## config.mk

```make
export PLATFORM = sky130hd
export DESIGN_NAME = ovp_delay_ctrl
export DESIGN_NICKNAME = d
export VERILOG_FILES = /design/src/rtl/ovp_delay_ctrl.sv
export SDC_FILE = /design/constraint.sdc
export NUM_CORES = 1
export LEC_CHECK = 0
export BUFFER_PORTS_ARGS = -buffer_cell sky130_fd_sc_hd__buf_2
export CORE_MARGIN = 2
export CORE_UTILIZATION = 52
export DETAILED_ROUTE_END_ITERATION = 8
export PLACE_DENSITY_LB_ADDON = 0.12
export SETUP_SLACK_MARGIN = 0.4
export SLEW_MARGIN = 20
export SYNTH_ARGS = -nofsm -noshare
export SYNTH_HDL_FRONTEND = slang
export SYNTH_SLANG_ARGS = --single-unit
```

## constraint.sdc

```tcl
create_clock -name clk -period 6.2 [get_ports clk]
set_input_delay 0.62 -clock clk [delete_from_list [all_inputs] [get_ports clk]]
set_output_delay 0.62 -clock clk [all_outputs]
set_load 0.02 [all_outputs]
```

## src/rtl/ovp_delay_ctrl.sv

```systemverilog
module ovp_delay_ctrl #(
  parameter int VW            = 13,
  parameter int TICKS_PER_SEC = 1024
) (
  input  logic          clk,
  input  logic          rst,
  input  logic          tick,
  input  logic [VW-1:0] cell_mv,
  input  logic [8:0]    trip_code,
  input  logic [2:0]    hyst_code,
  input  logic [1:0]    delay_sel,
  input  logic          test_n,
  input  logic          act_high,
  input  logic          open_drain,
  output logic          co_level,
  output logic          co_oe
);
  localparam int CW        = $clog2(4 * TICKS_PER_SEC + 1);
  localparam int TRIP_BASE = 3500;
  localparam int TRIP_STEP = 5;
  localparam int TRIP_MAX  = 300;
  localparam int HYST_STEP = 50;
  localparam int FAST_SH   = 6;

  typedef enum logic {ST_NORM = 1'b0, ST_OVER = 1'b1} st_t;

  st_t           st_q;
  logic [CW-1:0] cnt_q;
  logic [8:0]    trip_q;
  logic [2:0]    hyst_q;
  logic [1:0]    dsel_q;
  logic          pol_q, od_q;

  logic [8:0]    trip_eff;
  logic [VW-1:0] trip_mv, rel_mv;
  logic          above, below;
  logic [CW-1:0] term_nom, term_fast, term, cnt_nx;
  logic          lvl;

  assign trip_eff = (trip_q > 9'(TRIP_MAX)) ? 9'(TRIP_MAX) : trip_q;
  assign trip_mv  = VW'(TRIP_BASE) + VW'(TRIP_STEP) * VW'(trip_eff);
  assign rel_mv   = trip_mv - VW'(HYST_STEP) * (VW'(hyst_q) + VW'(1));
  assign above    = cell_mv > trip_mv;
  assign below    = cell_mv < rel_mv;

  always_comb begin
    case (dsel_q)
      2'b00:   term_nom = CW'(TICKS_PER_SEC);
      2'b01:   term_nom = CW'(2 * TICKS_PER_SEC);
      default: term_nom = CW'(4 * TICKS_PER_SEC);
    endcase
  end

  assign term_fast = term_nom >> FAST_SH;
  assign term      = !test_n ? ((term_fast == '0) ? CW'(1) : term_fast) : term_nom;
  assign cnt_nx    = cnt_q + CW'(1);

  always_ff @(posedge clk) begin
    if (rst || st_q == ST_NORM) begin
      trip_q <= trip_code;
      hyst_q <= hyst_code;
      dsel_q <= delay_sel;
      pol_q  <= act_high;
      od_q   <= open_drain;
    end
  end

  always_ff @(posedge clk) begin
    if (rst) begin
      st_q  <= ST_NORM;
      cnt_q <= '0;
    end else begin
      case (st_q)
        ST_NORM: begin
          if (!above) begin
            cnt_q <= '0;
          end else if (tick) begin
            if (cnt_nx >= term) begin
              st_q  <= ST_OVER;
              cnt_q <= '0;
            end else begin
              cnt_q <= cnt_nx;
            end
          end
        end
        default: begin
          if (below) st_q <= ST_NORM;
        end
      endcase
    end
  end

  assign lvl      = pol_q ? (st_q == ST_OVER) : (st_q != ST_OVER);
  assign co_level = od_q ? 1'b0 : lvl;
  assign co_oe    = od_q ? !lvl : 1'b1;
endmodule


```

==> impl_metrics.json, run 1 <==
{
  "min_period_ns": 5.39,
  "hold_class": "primary input to flop",
  "rows": 29,
  "relSlewSlack": 0.330,
  "timing.hold.worst.start": "trip_code[3]",
  "cts_buffer_depth": 2,
  "ios": 35,
  "routed-via-count": 2761,
  "cts_tree": "done",
  "diodes": 0,
  "setup_tns_ns": 0,
  "rr_startpoint": "trip_q[0]",
  "start_util": 0.539,
  "syn-num-nets": 477,
  "hold_depth": 1,
  "nNetsFinal": 515,
  "reg2reg_slack_ns": 0.81,
  "grt_pass1_wl_um": 12500,
  "final_hold_viol_count": 0,
  "cts_resized": 0,
  "ys_warn_count": 0,
  "ff2ff_path_depth": 21,
  "cts_setup_buffers": 0,
  "synthesis.area_um2": 3420,
  "maxSlewViolCount": 0,
  "routed_wl_um": 7100,
  "rsz0062_at_grt": "false",
  "hold_end": "trip_q[3]",
  "arrival_ns": 5.60,
  "cts.sinks": 30,
  "p_leak_nw": 1.76,
  "layout_common_cells": "63 x ha_1, 41 x inv_1, 34 x buf_2",
  "highest_layer": "met4",
  "drive_above_1_share": 0.159,
  "die_h_um": 85.2,
  "crit_type": "flop to flop",
  "drc": 0,
  "cts_made_buffers": 5,
  "post-dp-hpwl_um": 5800,
  "start_kind": "flop",
  "grt_max_degree": 20,
  "avgSynthCellArea_um2": 9.13,
  "post_dp_cell_area_um2": 3680,
  "place.gp.congestion": 0.913,
  "synth_edf_count": 16,
  "cts_max_level": 2,
  "status": "completed",
  "antenna_found_initial": 0,
  "cap_violations": 0,
  "cp_max_fo": 6,
  "finalCritPeriodShare": 0.870,
  "wl_met3_um": 180,
  "final_common_cell": "ha_1",
  "final_cell_area_um2": 3790,
  "post-route-util": 0.597,
  "yosysSeqAreaShare": 0.222,
  "drt-met1-wl_um": 3270,
  "vias_per_cell": 5.62,
  "worst_pin_slew_ns": 1.01,
  "die_w_um": 85.2,
  "wire_per_inst_um": 14.5,
  "synth_seq_cells": 30,
  "ir_drop_mv": 0.203,
  "ys.flop_type": "edfxtp_1",
  "globalRouteOverflowTotal": 0,
  "netlist_instances": 375,
  "cp.required_ns": 6.41,
  "async_flop_share": 0,
  "cts-root-buf": "clkbuf_8",
  "p_total_w": 0.00118,
  "r2r_end": "cnt_q[0]",
  "path_clk_slew_ns": 0.07,
  "clk_latency_ns": 0.28,
  "setup_viol": 0,
  "max_freq_mhz": 185,
  "drtIter0Drc": 74,
  "ant_nets": 0,
  "p_per_area_nw_per_um2": 312,
  "met2_length_um": 3520,
  "fp.coreArea_um2": 6350,
  "portBuffers": 34,
  "yosysUniqueCellTypes": 66,
  "worstSetupEndpointType": "flop",
  "worst_hold_slack_ns": 0.506,
  "grt_pass1_vias": 2778,
  "design.die.area_um2": 7250,
  "area_growth_pct": 10.6,
  "grtUsageTotal": 0.215,
  "first_pass_iters": 4,
  "fin_skew_ns": 0.00997
}
-- worst max path at each step --
stage               startpoint       end  slack, ns
global route         trip_q[0]  cnt_q[3]       0.40
detailed placement   trip_q[0]  cnt_q[3]       0.80
finish               trip_q[0]  cnt_q[0]       0.81
global placement     trip_q[0]  cnt_q[3]       0.94
CTS                  trip_q[0]  cnt_q[2]       0.76
floorplan            trip_q[0]  cnt_q[0]       1.26
-- cells in the mapped netlist (2+ instances only) --
library cell | count | area, um^2
a21oi_1 | 19 | 95.1
o31ai_1 | 4 | 30.0
nand3b_1 | 2 | 15.0
or3_1 | 4 | 25.0
and2_1 | 4 | 25.0
fa_1 | 6 | 120
o41ai_1 | 2 | 17.5
a21o_1 | 6 | 45.0
a211oi_1 | 2 | 15.0
and3_1 | 3 | 18.8
edfxtp_1 | 16 | 480
clkbuf_1 | 3 | 11.3
inv_1 | 41 | 154
nand2b_1 | 11 | 68.8
a22oi_1 | 3 | 22.5
o21a_1 | 3 | 22.5
nor4_1 | 2 | 12.5
dfxtp_1 | 14 | 280
o21bai_1 | 2 | 15.0
nand3_1 | 13 | 65.1
nand2_1 | 20 | 75.1
nor2_1 | 17 | 63.8
o21ai_0 | 18 | 90.1
o32ai_1 | 2 | 17.5
o31a_1 | 3 | 26.3
nor2b_1 | 7 | 43.8
nand4_1 | 5 | 31.3
xor2_1 | 11 | 96.3
a31oi_1 | 2 | 12.5
a32o_1 | 5 | 50.1
mux2i_1 | 2 | 20.0
ha_1 | 63 | 788
nor3_1 | 6 | 30.0
or2_2 | 6 | 37.5
xnor2_1 | 15 | 131
o211a_1 | 2 | 20.0
or3_4 | 2 | 22.5
-- cells by family (layout without fill, tap and decap cells) --
kind of cell	after synthesis	in the layout	share of synthesized area
and+or+nand+nor	112	112	0.189
AOI/OAI and AO/OA	88	88	0.191
adders and majority gates	69	69	0.265
buffers and inverters	46	85	0.0519
DFF	30	30	0.222
xor gates and xnor gates	27	27	0.0745
muxes	2	2	0.00585
other	1	1	0.00110
-- power breakdown --
part | switching [W] | internal [W] | leakage (nW)
Combinational | 0.000407 | 0.000354 | 1.43
Sequential | 0.00000695 | 0.000218 | 0.282
Clock | 0.0000767 | 0.000119 | 0.0528
Total | 0.000491 | 0.000691 | 1.76
-- metrics by stage --
step	instances	setup WS, ns
finish	491	0.805
global placement	483	0.942
floorplan	375	1.26
CTS	491	0.760
global route	491	0.404
detailed placement	483	0.799
-- state kept, by name, summed over array words and instances, names as in the netlist --
| name | count |
|---|---|
| hyst_q | 3 |
| trip_q | 9 |
| dsel_q | 2 |
| cnt_q | 13 |
| od_q | 1 |
| pol_q | 1 |
| st_q | 1 |
-- per-layer routing --
layer / track usage / up-vias
met3: 0.0370 / 11
met2: 0.385 / 24
met5: 0 / -
met4: 0.0707 / 0
li1: - / 1445
met1: 0.259 / 1281
-- critical path, cell delays in order (launching register included) --
cell	delay, ns
edfxtp_1	0.40
o211a_1	0.23
o21ai_0	0.14
a21oi_1	0.13
or2_2	0.36
fa_1	0.55
ha_1	0.20
inv_1	0.07
fa_1	0.43
nor2b_4	0.14
o31a_1	0.18
o31a_1	0.26
nor2_1	0.07
o21bai_1	0.16
xnor2_1	0.24
ha_1	0.32
nand3_1	0.12
nor3_1	0.07
and4b_2	0.29
or3_4	0.36
or4b_1	0.50
a21oi_1	0.13
-- cell type report --
| type | instances | area [um^2] |
|---|---|---|
| clock buffers | 6 | 72.6 |
| clock inverters | 2 | 33.8 |
| fillers | 580 | 2560 |
| multi-input cells | 299 | 2490 |
| repair buffers | 36 | 185 |
| inverters | 41 | 154 |
| well taps | 77 | 96.3 |
| flip-flops and latches | 30 | 761 |
-- what timing repair did --
action	CTS	global route
setup endpoints to repair	0	4
hold buffers	0	0
hold endpoints to repair	0	0
Note: power is estimated with default switching activity, not from simulation.
==> run 2, diff against run 1 <==
ABC_AREA = 1   (was not set)
==> run 2 against run 1 <==
Net effect:
- power increased by 84%
- sequential cell count unchanged
- register-to-register slack improved by 0.26 ns
- routed wire length increased by 8.3%
- worst setup slack improved by 0.26 ns
- critical endpoint is now st_q
- sequential share of layout area decreased by 0.65 points
- global-route usage increased by 0.17 points
==> impl_metrics.json, run 2 <==
{
  "place.gp.congestion": 0.878,
  "cts_setup_buffers": 0,
  "finalCritPeriodShare": 0.829,
  "p_per_area_nw_per_um2": 557,
  "yosysUniqueCellTypes": 38,
  "cp.required_ns": 6.34,
  "final_common_cell": "nand2_1",
  "min_period_ns": 5.14,
  "routed-via-count": 3178,
  "cts.sinks": 30,
  "ir_drop_mv": 0.346,
  "rr_startpoint": "trip_q[8]",
  "final_hold_viol_count": 0,
  "hold_end": "cnt_q[12]",
  "setup_tns_ns": 0,
  "synth.most_common_cell": "nand2_1",
  "fp.coreArea_um2": 6760,
  "cts_buffer_depth": 2,
  "drive_above_1_share": 0.119,
  "async_flop_share": 0,
  "seq_area_um2": 761,
  "p_leak_nw": 2.12,
  "timing.hold.worst.start": "cnt_q[12]",
  "worst_pin_slew_ns": 0.788,
  "p_total_w": 0.00218,
  "maxSlewViolCount": 0,
  "fin_skew_ns": 0.0123,
  "globalRouteOverflowTotal": 0,
  "post-dp-hpwl_um": 6240,
  "portBuffers": 34,
  "design.die.area_um2": 7660,
  "reg2reg_slack_ns": 1.06,
  "worst_hold_slack_ns": 0.500,
  "cap_violations": 0,
  "wire_per_inst_um": 12.6,
  "die_w_um": 87.5,
  "setup_viol": 0,
  "vias_per_cell": 5.20,
  "rsz0062_at_grt": "false",
  "ys.flop_type": "edfxtp_1",
  "cts_made_buffers": 5,
  "post_dp_cell_area_um2": 3830,
  "r2r_end": "st_q",
  "relSlewSlack": 0.474,
  "start_kind": "flop",
  "ios": 35,
  "yosysSeqAreaShare": 0.210,
  "grt_max_degree": 27,
  "worstSetupEndpointType": "flop",
  "grtUsageTotal": 0.216,
  "routed_wl_um": 7690,
  "synth_edf_count": 16,
  "die_h_um": 87.5,
  "grt_pass1_vias": 3023,
  "drc": 0,
  "n_fill_cell": 651,
  "status": "completed",
  "regMostFlops": "cnt_q",
  "layout_common_cells": "91 x nand2_1, 79 x inv_1, 63 x ha_1",
  "largest_register_ffs": 13,
  "max_freq_mhz": 195,
  "grt_pass1_wl_um": 13300,
  "synth_top_area_frac": 0.217,
  "nNetsFinal": 632,
  "cts_resized": 0,
  "avgSynthCellArea_um2": 7.29,
  "cts-root-buf": "clkbuf_8",
  "arrival_ns": 5.28,
  "ant_nets": 0,
  "cp_max_fo": 5,
  "rows": 30,
  "synth_common_cells": "91 x nand2_1, 79 x inv_1, 63 x ha_1",
  "path_clk_slew_ns": 0.07,
  "synth_seq_cells": 30,
  "netlist_instances": 498,
  "synthesis.area_um2": 3630,
  "area_growth_pct": 7.90,
  "hold_buffers": 0,
  "ys_warn_count": 0,
  "hold_class": "flop to flop",
  "cts_max_level": 2,
  "final_cell_area_um2": 3920,
  "multiInputGateArea_um2": 2500,
  "hold_depth": 2,
  "start_util": 0.537,
  "first_pass_iters": 6,
  "antenna_found_initial": 0,
  "diodes": 0,
  "crit_type": "flop to flop",
  "ff2ff_path_depth": 27,
  "clk_latency_ns": 0.29,
  "drtIter0Drc": 139,
  "netlist_top_cells_area": "ha_1 22%, edfxtp_1 13%, nand2_1 9.4%",
  "post-route-util": 0.579,
  "cts_tree": "done",
  "syn-num-nets": 600,
  "reg.largest.list": "cnt_q: 13 flops, trip_q: 9 flops, hyst_q: 3 flops",
  "synth_top_cell_by_area": "ha_1"
}
-- run 2: changes by cell type in the layout (fill, tap and decap cells not counted), sizes merged, moves of 7 or more --
cell / change
xor2: +8
or3: -7
inv: +38
a21oi: +25
o21ai: -14
nor2: +33
nand3: +40
nand2b: -11
nand2: +79
nor2b: -8
-- run 2: cells by family after synthesis --
family,Yosys count,synth area share
and+or+nand+nor,223,0.279
DFF,30,0.210
adders and majority gates,69,0.250
AOI/OAI and AO/OA,58,0.0917
xor gates and xnor gates,28,0.0676
buffers and inverters,89,0.101
other,1,0.00103
-- run 2: cell type report --
class | instances | share of cell area
clock inverters | 2 | 0.00224
flip-flops and latches | 30 | 0.194
repair buffers | 34 | 0.0435
multi-input cells | 379 | 0.639
inverters | 80 | 0.0767
well taps | 80 | 0.0256
clock buffers | 6 | 0.0185
-- run 2: worst max path at each step --
stage          slack (ns)  depth (start not counted)  startpoint    to
3_3_place_gp         1.20                         27   trip_q[8]  st_q
4_1_cts              1.08                         27   trip_q[8]  st_q
2_1_floorplan        1.66                         27   trip_q[8]  st_q
6_report             1.06                         27   trip_q[8]  st_q
5_1_grt              0.56                         27   trip_q[8]  st_q
3_5_place_dp         1.11                         27   trip_q[8]  st_q
-- run 2: stage by stage --
| stage | setup slack (ns) | cells |
|---|---|---|
| finish | 1.06 | 611 |
| global route | 0.564 | 611 |
| CTS | 1.08 | 611 |
| detailed placement | 1.11 | 603 |
| global placement | 1.20 | 603 |
| floorplan | 1.66 | 498 |
-- run 2: worst max-delay path: stages (launching register included) --
cell and delay, ns:
edfxtp_1 0.45, inv_1 0.13, nor2_1 0.12, nand4_1 0.10, nand2_1 0.12, inv_1 0.10
or2_2 0.33, fa_1 0.55, ha_1 0.16, inv_1 0.05, fa_1 0.39, inv_1 0.07
nand3_1 0.07, nand2_2 0.12, xor2_1 0.25, ha_1 0.32, nand2_1 0.11, nor3_1 0.05
nand2_1 0.07, o211ai_1 0.14, nand3_1 0.15, nand3_1 0.11, nor2_1 0.17, xor2_1 0.17
ha_1 0.28, a21oi_1 0.15, o221a_2 0.19, o21ai_0 0.07
-- run 2: per-layer routing --
layer / GRT usage / vias up / share of wire
met5: 0 / - / 0
met4: 0.0420 / 0 / 0.0082
met3: 0.0264 / 5 / 0.032
met2: 0.376 / 61 / 0.46
met1: 0.290 / 1409 / 0.50
li1: - / 1703 / -
-- run 2: power breakdown --
group          internal (W)  switching (W)
logic              0.000691        0.00103
registers          0.000260      0.0000489
clock network     0.0000771      0.0000779
==> run 3, diff against run 2 <==
ABC_AREA = 0   (was 1)
clock period = 4.86 ns   (was 6.2 ns; I/O delays follow)
==> run 3 against run 2 <==
Net effect:
- the run now ends with setup timing left
- cell count fell by 13%
- register-to-register slack worse by 1.2 ns
- cell area is 15% higher
- routed wire length grew 6.9%
- non-clock buffer count rose by 45
- utilization up 13 points
- clock skew shrank 0.0075 ns
- sequential power down 6.5%
- first-iteration DRC count up 0.72%
- power down 11%
- fmax up 3.0%
- die area is 5.4% lower
- critical path type unchanged
==> impl_metrics.json, run 3 (synthesis gave the netlist of run 1 again) <==
{
  "status": "finished, violations left",
  "failed_checks": "setup timing",
  "crit_end": "st_q",
  "drc": 0,
  "first_pass_iters": 4,
  "largest_register_ffs": 13,
  "rsz0062_at_grt": "true",
  "layout_common_cells": "49 x ha_1, 38 x buf_4, 34 x inv_1, 34 x buf_2, 20 x nand2_1",
  "r2r_end": "st_q",
  "routed_wl_um": 8220,
  "grt_pass1_wl_um": 13300,
  "finalCritPeriodShare": 1.03,
  "globalRouteOverflowTotal": 0,
  "final_hold_viol_count": 0,
  "critPathSlowestCell": "edfxtp_1",
  "p_leak_nw": 2.03,
  "antenna_found_initial": 0,
  "p_per_area_nw_per_um2": 430,
  "setup_ws_ns": -0.127,
  "maxSlewViolCount": 0,
  "ff2ff_path_depth": 26,
  "crit_type": "flop to flop",
  "die_w_um": 85.2,
  "drive_above_1_share": 0.350,
  "cts_buffer_depth": 2,
  "routed-via-count": 3055,
  "min_period_ns": 4.99,
  "rows": 29,
  "cp.required_ns": 5.03,
  "fin_skew_ns": 0.00483,
  "setup_viol": 10,
  "rr_startpoint": "trip_q[0]",
  "cts.sinks": 30,
  "die_h_um": 85.2,
  "critPathMaxStageDelay_ns": 0.41,
  "area_growth_pct": 31.2,
  "p_total_w": 0.00193,
  "grt_pass1_vias": 2935,
  "final_cells": 534,
  "preCtsSetupSlack_ns": -0.195,
  "wire_per_inst_um": 15.4,
  "cts_max_level": 2,
  "grt_max_degree": 20,
  "arrival_ns": 5.16,
  "diodes": 0,
  "worstSetupEndpointType": "flop",
  "start_util": 0.539,
  "path_clk_slew_ns": 0.07,
  "worst-path-buf-inv": 5,
  "clk_latency_ns": 0.28,
  "cts_made_buffers": 5,
  "post-dp-hpwl_um": 6060,
  "start_kind": "flop",
  "cp_max_fo": 6,
  "cts-root-buf": "clkbuf_8",
  "dp.cells": 502,
  "nNetsFinal": 558,
  "n_fill_cell": 472,
  "worst_pin_slew_ns": 1.06,
  "grtUsageTotal": 0.225,
  "place.gp.congestion": 0.901,
  "seq_area_um2": 761,
  "cap_violations": 0,
  "relSlewSlack": 0.293,
  "drtIter0Drc": 140,
  "cp.depth": 26,
  "reg.largest.list": "cnt_q: 13 flops, trip_q: 9 flops, hyst_q: 3 flops",
  "critical-path-top-delay-family": "compound AO/OA/AOI/OAI gates",
  "cts_tree": "done",
  "regMostFlops": "cnt_q",
  "final_common_cell": "ha_1",
  "design.die.area_um2": 7250,
  "portBuffers": 34,
  "multiInputGateArea_um2": 2840,
  "vias_per_cell": 5.72,
  "reg2reg_slack_ns": -0.13,
  "ios": 35,
  "crit_start": "trip_q[0]",
  "ant_nets": 0,
  "fp.coreArea_um2": 6350,
  "hold_class": "primary input to flop",
  "max_freq_mhz": 201,
  "hold_buffers": 0,
  "ir_drop_mv": 0.239
}
[run 3: area by class of cell]
| type | count | area share |
|---|---|---|
| clock buffers | 7 | 0.0170 |
| clock inverters | 1 | 0.00669 |
| inverters | 41 | 0.0343 |
| multi-input cells | 299 | 0.632 |
| flip-flops and latches | 30 | 0.169 |
| well taps | 77 | 0.0214 |
| repair buffers | 79 | 0.119 |
[run 3: report_power, final]
part / internal [W] / switching (W) / total [W]
Clock: 0.000153 / 0.0000985 / 0.000252
Combinational: 0.000712 / 0.000680 / 0.00139
Sequential: 0.000279 / 0.00000975 / 0.000289
Total: 0.00114 / 0.000788 / 0.00193
[run 3: worst min-delay path by stage]
| stage | from | endpoint | cells after the start |
|---|---|---|---|
| 3_3_place_gp | cnt_q[12] | cnt_q[12] | 1 |
| 5_1_grt | trip_code[3] | trip_q[3] | 1 |
| 6_report | trip_code[3] | trip_q[3] | 1 |
| 2_1_floorplan | cnt_q[12] | cnt_q[12] | 1 |
| 4_1_cts | trip_code[6] | trip_q[6] | 1 |
| 3_5_place_dp | cnt_q[12] | cnt_q[12] | 1 |
[run 3: timing repair]
action / CTS / global route
setup endpoints to repair: 14 / 14
buffers inserted: 13 / 9
resized for setup: 33 / 30
gates cloned: 2 / 0
pin swaps: 34 / 37
[run 3: stage by stage]
stage / instance area (um^2) / TNS (ns) / utilization / hold slack [ns]
6_report: 4490 / -0.423 / 0.707 / 0.376
3_5_place_dp: 3870 / -0.322 / 0.610 / 0.502
4_1_cts: 4250 / -0.194 / 0.670 / 0.372
2_1_floorplan: 3480 / 0 / - / 0.463
5_1_grt: 4490 / -3.12 / 0.707 / 0.361
3_3_place_gp: 3870 / -0.0735 / 0.610 / 0.468
[run 3: per-layer routing]
metal  up-vias  share of wire  track usage
met5         -              0            0
met4         0          0.017       0.0678
met3        11          0.033       0.0350
met2        71           0.52        0.405
met1      1451           0.43        0.276
li1       1522              -            -
